--- config.mk ---
export PLATFORM = sky130hd
export DESIGN_NAME = ctl_pipe_toggle
export DESIGN_NICKNAME = d
export VERILOG_FILES = /design/src/rtl/ctl_pipe_toggle.sv
export SDC_FILE = /design/constraint.sdc
export NUM_CORES = 1
export LEC_CHECK = 0
export BUFFER_PORTS_ARGS = -buffer_cell sky130_fd_sc_hd__buf_2
export CORE_AREA = 3 3 40 42
export CTS_CLUSTER_DIAMETER = 150
export DETAILED_ROUTE_END_ITERATION = 7
export DIE_AREA = 0 0 43 45
export GPL_ROUTABILITY_DRIVEN = 0
export PLACE_DENSITY_LB_ADDON = 0.1
export RECOVER_POWER = 25
export SYNTH_ARGS = -nofsm -noshare
export SYNTH_HDL_FRONTEND = slang
export SYNTH_SLANG_ARGS = --single-unit
--- constraint.sdc ---
create_clock -name clk -period 0.8 [get_ports clk]
set_input_delay 0.04 -clock clk [delete_from_list [all_inputs] [get_ports clk]]
set_output_delay 0.04 -clock clk [all_outputs]
set_load 0.02 [all_outputs]
--- src/rtl/ctl_pipe_toggle.sv ---
module ctl_pipe_toggle (
  input  logic       clk,
  input  logic       rst_n,
  input  logic       tok_wr,
  input  logic [1:0] tok_sel,
  input  logic       tx_done,
  input  logic       rx_done,
  input  logic       rx_pid_tgl,
  input  logic       err_clr,
  output logic [1:0] cur_tok,
  output logic       cur_tgl,
  output logic       data_tgl_err,
  output logic       rx_accept,
  output logic       rx_reject
);
  localparam logic [1:0] TK_SETUP = 2'd0;
  localparam logic [1:0] TK_IN    = 2'd1;
  localparam logic [1:0] TK_OUT   = 2'd2;
  localparam logic [1:0] TK_RSVD  = 2'd3;

  logic load, rx_ok, match, adv;

  assign load  = tok_wr && (tok_sel != TK_RSVD);
  assign rx_ok = !load && rx_done && (cur_tok == TK_IN);
  assign match = (rx_pid_tgl == cur_tgl);
  assign adv   = !load && ((tx_done && cur_tok != TK_IN) || (rx_ok && match));

  always_ff @(posedge clk) begin
    if (!rst_n) begin
      cur_tok      <= TK_SETUP;
      cur_tgl      <= 1'b0;
      data_tgl_err <= 1'b0;
      rx_accept    <= 1'b0;
      rx_reject    <= 1'b0;
    end else begin
      if (load) begin
        cur_tok <= tok_sel;
        cur_tgl <= (tok_sel != TK_SETUP);
      end else if (adv) begin
        cur_tgl <= ~cur_tgl;
      end
      rx_accept <= rx_ok && match;
      rx_reject <= rx_ok && !match;
      if (rx_ok && !match)
        data_tgl_err <= 1'b1;
      else if (err_clr)
        data_tgl_err <= 1'b0;
    end
  end

  assert_setup_zero_R2: assert property (@(posedge clk) disable iff (!rst_n)
    tok_wr && tok_sel == TK_SETUP |=> cur_tgl == 1'b0 && cur_tok == TK_SETUP);

  assert_rsvd_hold_R2: assert property (@(posedge clk) disable iff (!rst_n)
    tok_wr && tok_sel == TK_RSVD && !tx_done && !rx_done |=> $stable(cur_tok) && $stable(cur_tgl));

  assert_inout_one_R3: assert property (@(posedge clk) disable iff (!rst_n)
    tok_wr && (tok_sel == TK_IN || tok_sel == TK_OUT) |=> cur_tgl == 1'b1);

  assert_tx_flip_R4: assert property (@(posedge clk) disable iff (!rst_n)
    !tok_wr && tx_done && (cur_tok == TK_SETUP || cur_tok == TK_OUT) |=> cur_tgl != $past(cur_tgl));

  assert_rx_accept_R5: assert property (@(posedge clk) disable iff (!rst_n)
    !tok_wr && rx_done && cur_tok == TK_IN && rx_pid_tgl == cur_tgl |=> rx_accept && cur_tgl != $past(cur_tgl));

  assert_reject_hold_R6: assert property (@(posedge clk) disable iff (!rst_n)
    !tok_wr && rx_done && cur_tok == TK_IN && rx_pid_tgl != cur_tgl |=> rx_reject && data_tgl_err && $stable(cur_tgl));

  assert_err_sticky_R7: assert property (@(posedge clk) disable iff (!rst_n)
    data_tgl_err && !err_clr |=> data_tgl_err);

  assert_pulse_excl_R5: assert property (@(posedge clk) disable iff (!rst_n)
    $onehot0({rx_accept, rx_reject}));

  assert_rx_ignored_R8: assert property (@(posedge clk) disable iff (!rst_n)
    cur_tok != TK_IN |=> !rx_accept && !rx_reject);
endmodule

==> results.ini <==
[drt]
route.vias.total = 325
wirelength_um = 757
antenna_left = 0
drt_drc_violations_left = 0
post_drt_via_cell_ratio = 4.58
first_iter_violations = 1
post_drt_wl_per_cell_um = 10.7
firstDrtPassIters = 3

[floorplan]
fp.dieW_um = 43
start_util_pct = 21.3
die-area_mm2 = 0.00194
rows = 13
io_pins = 15
core_mm2 = 0.00128
die_h_um = 45

[synthesis]
synth_top_cells_by_count = dfxtp_1, inv_1, nand2b_1
async_flop_share_pct = 0
synth-xor-area-share_pct = 3.20
synthesis.area_um2 = 274
yosysMostFrequentCell = dfxtp_1
synth_top_family_by_area = compound AO/OA/AOI/OAI gates
synth_nets = 40
ys.flop_type = dfxtp_1
synth_area_leaders = dfxtp_1, inv_1, nand2b_1
syn_area_per_cell_um2 = 8.84
ys_seq_area_share_pct = 43.8
synth_compound_area_share_pct = 24.2
synth_simple_gate_area_share_pct = 21.9
synthesis.instances = 31
yosysTopAreaCellShare_pct = 43.8
synth_fa_ha_area_share_pct = 0
yosys.area.top_type = dfxtp_1
synthDistinctLibCells = 18
ys_ff_latch = 6
synth.area.mux_share_pct = 0
ys_warn_count = 0
synth_edf_count = 0

[timing]
finalSetupViolCount = 8
fin_crit_sh_pct = 128
clock_skew_ns = 0.00439
max_clock_freq_ghz = 0.974
rsz0062_at_grt = yes
holdWs_ns = 0.0366
tightest_slew_ns = 0.291
hold_viol = 0
setup_ws_ns = -0.226
relSlewSlack_pct = 80.5
period_needed_ns = 1.03
slew_violations = 0

[setup_path]
max_stage_delay_ns = 0.32
r2r_slack_ns = -0.23
worstReg2RegStart = cur_tok[1]$_SDFFE_PN0N_
critPathMaxFanout = 4
cp_slowest_cell = dfxtp_2
crit_chain = nand3b_1 > buf_4 > nor3_2 > a21oi_1 > nor2_1
critPathBufInv = 1
r2r-end = data_tgl_err$_SDFFE_PN0P_
critical_path.top_delay_family = simple AND/OR/NAND/NOR gates
crit_type = register to register
reg2regPathDepth = 5
cp-start-kind = register
crit_arrival_ns = 1.21
end_kind = register
required_ns = 0.98

[status]
status = complete, but fails checks
violations = negative setup slack

[cts]
postCtsHoldBufs = 0
htreeDepth = 1
cts_root_buf = clkbuf_4
worstSkewPairLatency_ns = 0.24
path_clk_slew_ns = 0.05
clockBufferDepth = 2
cts_buffers = 3
cts_sinks = 6
cts_tree = built

[finish]
area_growth_pct = 81.3
layout-drive-gt1-share_pct = 58.9
fillerInstances = 141
layout.nets = 67
diodes = 0
utilization_pct = 38.7
stdcell_count = 71

[placed_design]
placed_cells = 65
portBuffers = 14
dp_hpwl_um = 624

[grt]
grt-ovfl-total = 0
grt_antenna_before_repair = 0
grt_pass1_wl_um = 1260
grt_max_degree = 6
grt_pass1_vias = 326
grt_usage_pct = 8.90

[job]
cap_viol_max_count = 0

[worst_hold_path]
holdPathStages = 2
hold_path.class = primary input to register
min_from = rst_n
holdPathEnd = cur_tok[0]$_SDFFE_PN0N_

[power]
irDropWorstVdd_uv = 707
powerDensity_mw_per_mm2 = 1630
p_leak_nw = 0.242

final cells by class:
| type | count | area, um^2 | area share (%) |
|---|---|---|---|
| repair buffers | 22 | 153 | 30.7 |
| inverters | 5 | 18.8 | 3.78 |
| clock buffers | 3 | 22.5 | 4.53 |
| multi-input cells | 20 | 160 | 32.2 |
| flip-flops and latches | 6 | 124 | 24.9 |
| well taps | 15 | 18.8 | 3.78 |
placed cells by master (no fill, tap or decap), types with 2 or more instances in the layout:
cell type	netlist	layout
buf_2	0	10
buf_4	0	7
inv_1	5	5
buf_6	0	4
nand2b_1	3	3
clkbuf_4	0	3
dfxtp_2	0	3
dfxtp_1	6	3
nor2_1	2	2
a21oi_1	2	2
worst max path at each step:
stage                            startpoint                         to  slack, ns  cells past startpoint
finish              cur_tok[1]$_SDFFE_PN0N_  data_tgl_err$_SDFFE_PN0P_      -0.23                      5
CTS                 cur_tok[1]$_SDFFE_PN0N_  data_tgl_err$_SDFFE_PN0P_      -0.20                      4
floorplan           cur_tok[1]$_SDFFE_PN0N_       cur_tgl$_SDFFE_PN0P_      -0.15                      3
detailed placement  cur_tok[1]$_SDFFE_PN0N_       cur_tgl$_SDFFE_PN0P_      -0.18                      3
global placement    cur_tok[1]$_SDFFE_PN0N_       cur_tgl$_SDFFE_PN0P_      -0.16                      3
global route        cur_tok[1]$_SDFFE_PN0N_  data_tgl_err$_SDFFE_PN0P_      -0.32                      5
logic make-up (layout without fill, tap and decap cells):
group	Yosys count	count (layout)
xor+xnor	1	1
buf+inv	5	30
compound gates	9	9
simple gates	10	10
flops	6	6
metal layers:
| layer | global-route usage (%) | wire (um) | vias to the layer above |
|---|---|---|---|
| li1 | - | - | 161 |
| met1 | 8.17 | 256 | 151 |
| met2 | 15.9 | 432 | 11 |
| met3 | 4.38 | 61 | 2 |
| met4 | 5.42 | 6 | 0 |
| met5 | 0 | 0 | - |
power by group:
group | leakage (nW) | internal [mW] | switching [mW] | total [mW]
registers | 0.0500 | 0.316 | 0.0151 | 0.332
logic | 0.178 | 0.107 | 0.0865 | 0.193
clock network | 0.0138 | 0.170 | 0.114 | 0.284
total | 0.242 | 0.593 | 0.215 | 0.808
repair_timing:
action | CTS | global route
setup endpoints to repair | 7 | 8
pin swaps | 0 | 0
resized for setup | 7 | 4
buffers inserted | 1 | 2
flip-flops by register name (all words and copies together), names as in the netlist:
name / count
cur_tok: 2
cur_tgl: 1
data_tgl_err: 1
rx_accept: 1
rx_reject: 1
metrics by stage:
stage	cell area, um^2	power [mW]	setup TNS (ns)	setup WS (ns)
detailed placement	412	0.499	-0.547	-0.176
finish	497	0.808	-0.935	-0.226
CTS	464	0.810	-0.844	-0.195
global route	497	0.859	-1.55	-0.319
floorplan	285	0.422	-0.326	-0.151
global placement	412	0.494	-0.425	-0.158
Power figures use the tool's default switching activity.
